<file path="config.mk">
export PLATFORM = sky130hd
export DESIGN_NAME = cfg_fc_regs
export DESIGN_NICKNAME = d
export VERILOG_FILES = /design/src/rtl/cfg_fc_pkg.sv /design/src/rtl/cfg_fc_regs.sv
export SDC_FILE = /design/constraint.sdc
export NUM_CORES = 1
export LEC_CHECK = 0
export BUFFER_PORTS_ARGS = -buffer_cell sky130_fd_sc_hd__buf_2
export CAP_MARGIN = 5
export CORE_AREA = 5 5 42 44
export CTS_BUF_LIST = sky130_fd_sc_hd__clkbuf_8
export DETAILED_ROUTE_END_ITERATION = 8
export DIE_AREA = 0 0 47 49
export PLACE_DENSITY = 0.39
export SYNTH_ARGS = -nofsm -noshare
export SYNTH_HDL_FRONTEND = slang
export SYNTH_SLANG_ARGS = --single-unit
</file>
<file path="constraint.sdc">
create_clock -name clk -period 2 [get_ports clk]
set_input_delay 0.2 -clock clk [delete_from_list [all_inputs] [get_ports clk]]
set_output_delay 0.2 -clock clk [all_outputs]
set_load 0.01 [all_outputs]
</file>
<file path="src/rtl/cfg_fc_pkg.sv">
package cfg_fc_pkg;
    typedef enum logic [2:0] {
        S_HUNT, S_SYNC, S_BODY, S_CSUM, S_STOP, S_HALT
    } fc_state_e;

    typedef enum logic [1:0] {
        E_NONE  = 2'b00,
        E_ID    = 2'b01,
        E_ALIGN = 2'b10,
        E_CSUM  = 2'b11
    } fc_err_e;

    typedef enum logic [1:0] {
        K_DATA = 2'b00,
        K_ADDR = 2'b01,
        K_ID   = 2'b10,
        K_RSVD = 2'b11
    } fc_kind_e;

    localparam int TRAIL_BITS = 8;
    localparam logic [7:0] CMD_PROG = 8'h01;
endpackage

</file>
<file path="src/rtl/cfg_fc_regs.sv">
module cfg_fc_regs
    import cfg_fc_pkg::*;
(
    input  logic       clk,
    input  logic       rst_n,
    input  logic       prog,
    input  logic       reg_wr,
    input  logic       reg_addr,
    input  logic [7:0] reg_wdata,
    input  logic       set_err,
    input  fc_err_e    err_in,
    output logic       restart,
    output fc_err_e    err_q,
    output logic [7:0] reg_rdata
);
    assign restart   = prog | (reg_wr & reg_addr & (reg_wdata == CMD_PROG));
    assign reg_rdata = reg_addr ? 8'h00 : {6'b0, err_q};

    always_ff @(posedge clk) begin
        if (!rst_n || restart)
            err_q <= E_NONE;
        else if (set_err && err_q == E_NONE)
            err_q <= err_in;
    end
endmodule

</file>
---- Yosys cells after proc, flatten, opt, wreduce, memory -nomap -nowiden ----
Index checks and enable logic that the tools add are counted.
cells by class
  $add $sub $neg .......................... 0
  multiply operators ...................... 0
  divide/modulo/power cells ............... 0
  $lt $le $gt $ge ......................... 0
  equal/unequal tests ..................... 1
  shifts and indexed selects .............. 0
  muxes and demuxes ....................... 1
  bitwise logic cells ..................... 3
  reductions and logical operators ........ 4
operators by type and width
  operator                                       count
  == test 8 x 1 -> 1 bit, second input constant  1
  AND 1 bit                                      2
  logical NOT 2 bit                              1
  two-way mux 2 bit                              1
  logical AND 1 bit                              1
  logical NOT 1 bit                              1
  logical OR 1 bit                               1
  bitwise OR 1 bit                               1
word-level totals
  flip-flop bits (word level) ............. 2
  latch bits .............................. 0
  bits in writable memories ............... 0
  memory bits (read-only) ................. 0
  bits of input ports ..................... 16
  memories kept ........................... 0

---- Logic depth before layout (Yosys ltp) ----
  word-level depth ........................ 4
  mapped depth ............................ 3
  depth with buffers taken out ............ 3

---- Worst setup path after synthesis ----
No wires, ideal clock.
  kind .................................... input -> output
  from .................................... in reg_wdata[1]
  to ...................................... out restart
  arrival time ............................ 0.809 ns
  required time ........................... 1.800 ns
  setup slack ............................. 0.991 ns
  stages on the path ...................... 3
  buffers on the path ..................... 0
  cells stage by stage .................... nor4bb_1 and4b_1 or2_1
between the ends
  word-level cells in the longest chain between the ends .. 3
ends and longest elaborated chain
  element                 line               RTL
  start, declared         cfg_fc_regs.sv:9   input logic [7:0] reg_wdata,
  == test 8 x 1 -> 1 bit  cfg_fc_regs.sv:16  assign restart = prog | (reg_wr & reg_addr & (reg_wdata == CMD_PROG));
  AND 1 bit               cfg_fc_regs.sv:16
  bitwise OR 1 bit        cfg_fc_regs.sv:16
  end, declared           cfg_fc_regs.sv:12  output logic restart,
No other way between the ends.

---- Final worst setup path ----
Same ends and word-level chain as after synthesis.

==> impl_metrics.json <==
{
  "status": "complete, no violations",
  "initialDrtViolationCount": 4,
  "finalSetupViolCount": 0,
  "numCtsBuffers": 3,
  "gp_congestion": 0.678,
  "cts_root_buf": "clkbuf_8",
  "gr-total-overflow": 0,
  "gr-usage-met3_pct": 2.58,
  "fillCellCount": 172,
  "die_height_um": 49,
  "slowest_delay_ns": 0.28,
  "reg_top3": "err_q: 2 flops",
  "nets": 62,
  "top_usage_layer": "met4",
  "syn2layout_area_growth_pct": 81.8,
  "core_area_um2": 1400,
  "path_cells": "buf_2 -> nor4bb_1 -> and4b_1 -> or2_1 -> buf_2",
  "worstHoldPathType": "in -> reg",
  "drc": 0,
  "end_kind": "primary output",
  "postCtsHoldBufs": 0,
  "cpMaxStageDelayCell": "nor4bb_1",
  "rows": 14,
  "largest_reg_flops": 2,
  "rsz0062_at_grt": "no",
  "postCtsSetupBuffers": 0,
  "critPathArrivalTime_ns": 1.08,
  "cts_buffer_depth": 2,
  "drt-total-wl_um": 560,
  "critPathBufInv": 2,
  "clk_pin_slew_ns": 0.03,
  "vias": 217,
  "grt_pass1_wl_um": 800,
  "use_met1_pct": 5.02,
  "track_usage_pct": 5.27,
  "regMostFlops": "err_q",
  "drive_above_1_share_pct": 52.3,
  "finalCritPeriodShare_pct": 64.1,
  "worstSetupPathType": "in -> out",
  "yosysWarnings": 0,
  "ios": 27,
  "crit_fanout": 3,
  "clk_latency_ns": 0.21,
  "grt_use_met2_pct": 6.79,
  "cp.required_ns": 1.80,
  "initial_core_util_pct": 11.8,
  "grt_pass1_vias": 222,
  "peakVddDrop_uv": 138,
  "p_leak_nw": 0.166,
  "whs_ns": 0.260,
  "postRouteAntennaNets": 0,
  "dr.pass1.iters": 4,
  "cts_htree_levels": 1,
  "routedWlPerCell_um": 9.33,
  "diodes": 0,
  "yosysUniqueCellTypes": 12,
  "power_density_nw_per_um2": 775,
  "syn_inst": 22,
  "ctsResizeCount": 0,
  "crit_family": "simple AND/OR/NAND/NOR gates",
  "vias_per_cell": 3.62,
  "cts_tree": "yes",
  "synth_seq_cells": 2,
  "skew_ns": 0.000783,
  "grt_max_degree": 4,
  "die_area_um2": 2300,
  "syn_avg_cell_area_um2": 7.51,
  "synth-seq-area-share_pct": 24.2,
  "cts_sinks": 2,
  "drv_cap": 0,
  "final_max_slew_viol_count": 0,
  "cpMostUsedCell": "buf_2",
  "fin_crit_ns": 1.28,
  "die_width_um": 47,
  "synth_area_um2": 165,
  "cp-start-kind": "primary input",
  "max_freq_mhz": 780,
  "setup-tns-final_ns": 0,
  "final_hold_viol_count": 0,
  "antenna_found_initial": 0,
  "layout.cells.non_filler": 60,
  "dpl.cell_count": 57,
  "port_buffers": 20
}
==> synth_stat cells <==
cell	count	share of area [%]
nand2b_1	1	3.8
or2_1	1	3.8
nor2_1	2	4.5
and4b_1	1	6.1
dfxtp_1	2	24
inv_1	2	4.5
nor3_1	2	6.1
nor4_1	1	3.8
conb_1	1	2.3
nor4bb_1	1	6.1
buf_4	6	27
a31oi_1	2	7.6
==> cell type report <==
type                    instances  area (um^2)  area share [%]
multi-input cells              17         91.3            30.4
well taps                      16         20.0            6.67
repair buffers                 20          100            33.3
flip-flops and latches          2         40.0            13.3
inverters                       2         7.51            2.50
clock buffers                   3         41.3            13.7
==> layer usage <==
metal | wire [um] | part of all wire (%) | up-vias
met3 | 78 | 14 | 0
met4 | 0 | 0 | 0
met5 | 0 | 0 | -
met1 | 217 | 39 | 96
met2 | 264 | 47 | 14
li1 | - | - | 107
==> where the power goes <==
part | switching, W | total (W) | internal [W] | leakage (nW)
clock | 0.0000305 | 0.000158 | 0.000127 | 0.0216
combinational | 0.0000158 | 0.0000324 | 0.0000165 | 0.128
sequential | 0.00000101 | 0.0000427 | 0.0000417 | 0.0163
total | 0.0000474 | 0.000233 | 0.000185 | 0.166
==> tightest hold or removal path, delay by kind of cell <==
kind | cells | cell delay (ns)
and+or+nand+nor | 2 | 0.13
buffers and inverters | 1 | 0.10
==> through the flow <==
stage / setup WS, ns / utilization, % / cell area (um^2) / power, W
after floorplan: 0.991 / - / 184 / 0.0000652
after global placement: 0.720 / 18.5 / 259 / 0.0000752
after detailed placement: 0.708 / 18.5 / 259 / 0.0000755
after CTS: 0.698 / 21.4 / 300 / 0.000239
after global routing: 0.591 / 21.4 / 300 / 0.000246
final: 0.719 / 21.4 / 300 / 0.000233
==> kinds of logic (layout without fill, tap and decap cells) <==
| logic type | after synthesis | count (layout) | synth area share, % |
|---|---|---|---|
| DFF | 2 | 2 | 24.2 |
| buffers and inverters | 8 | 25 | 31.8 |
| AOI/OAI and AO/OA | 2 | 2 | 7.57 |
| other | 1 | 6 | 2.27 |
| and+or+nand+nor | 9 | 9 | 34.1 |
==> worst paths after layout <==
check                             startpoint  endpoint  slack (ns)  cells after the start
worst max-delay path            reg_wdata[1]   restart        0.72                      5
worst min-delay path                   rst_n  err_q[0]        0.26                      3
worst max register to register      err_q[0]  err_q[1]        1.24                      3
worst min register to register      err_q[1]  err_q[1]        0.57                      2
==> cells in the final DEF, fill, tap and decap left out, drive strengths merged <==
cell and n:
clkbuf 3, conb 6, a31oi 2, or2 1, nor4 1, nor2 2, inv 2, nor3 2
nand2b 1, buf 20, dfxtp 2, and4b 1, nor4bb 1
No activity file was read; power rests on OpenSTA's default activity.
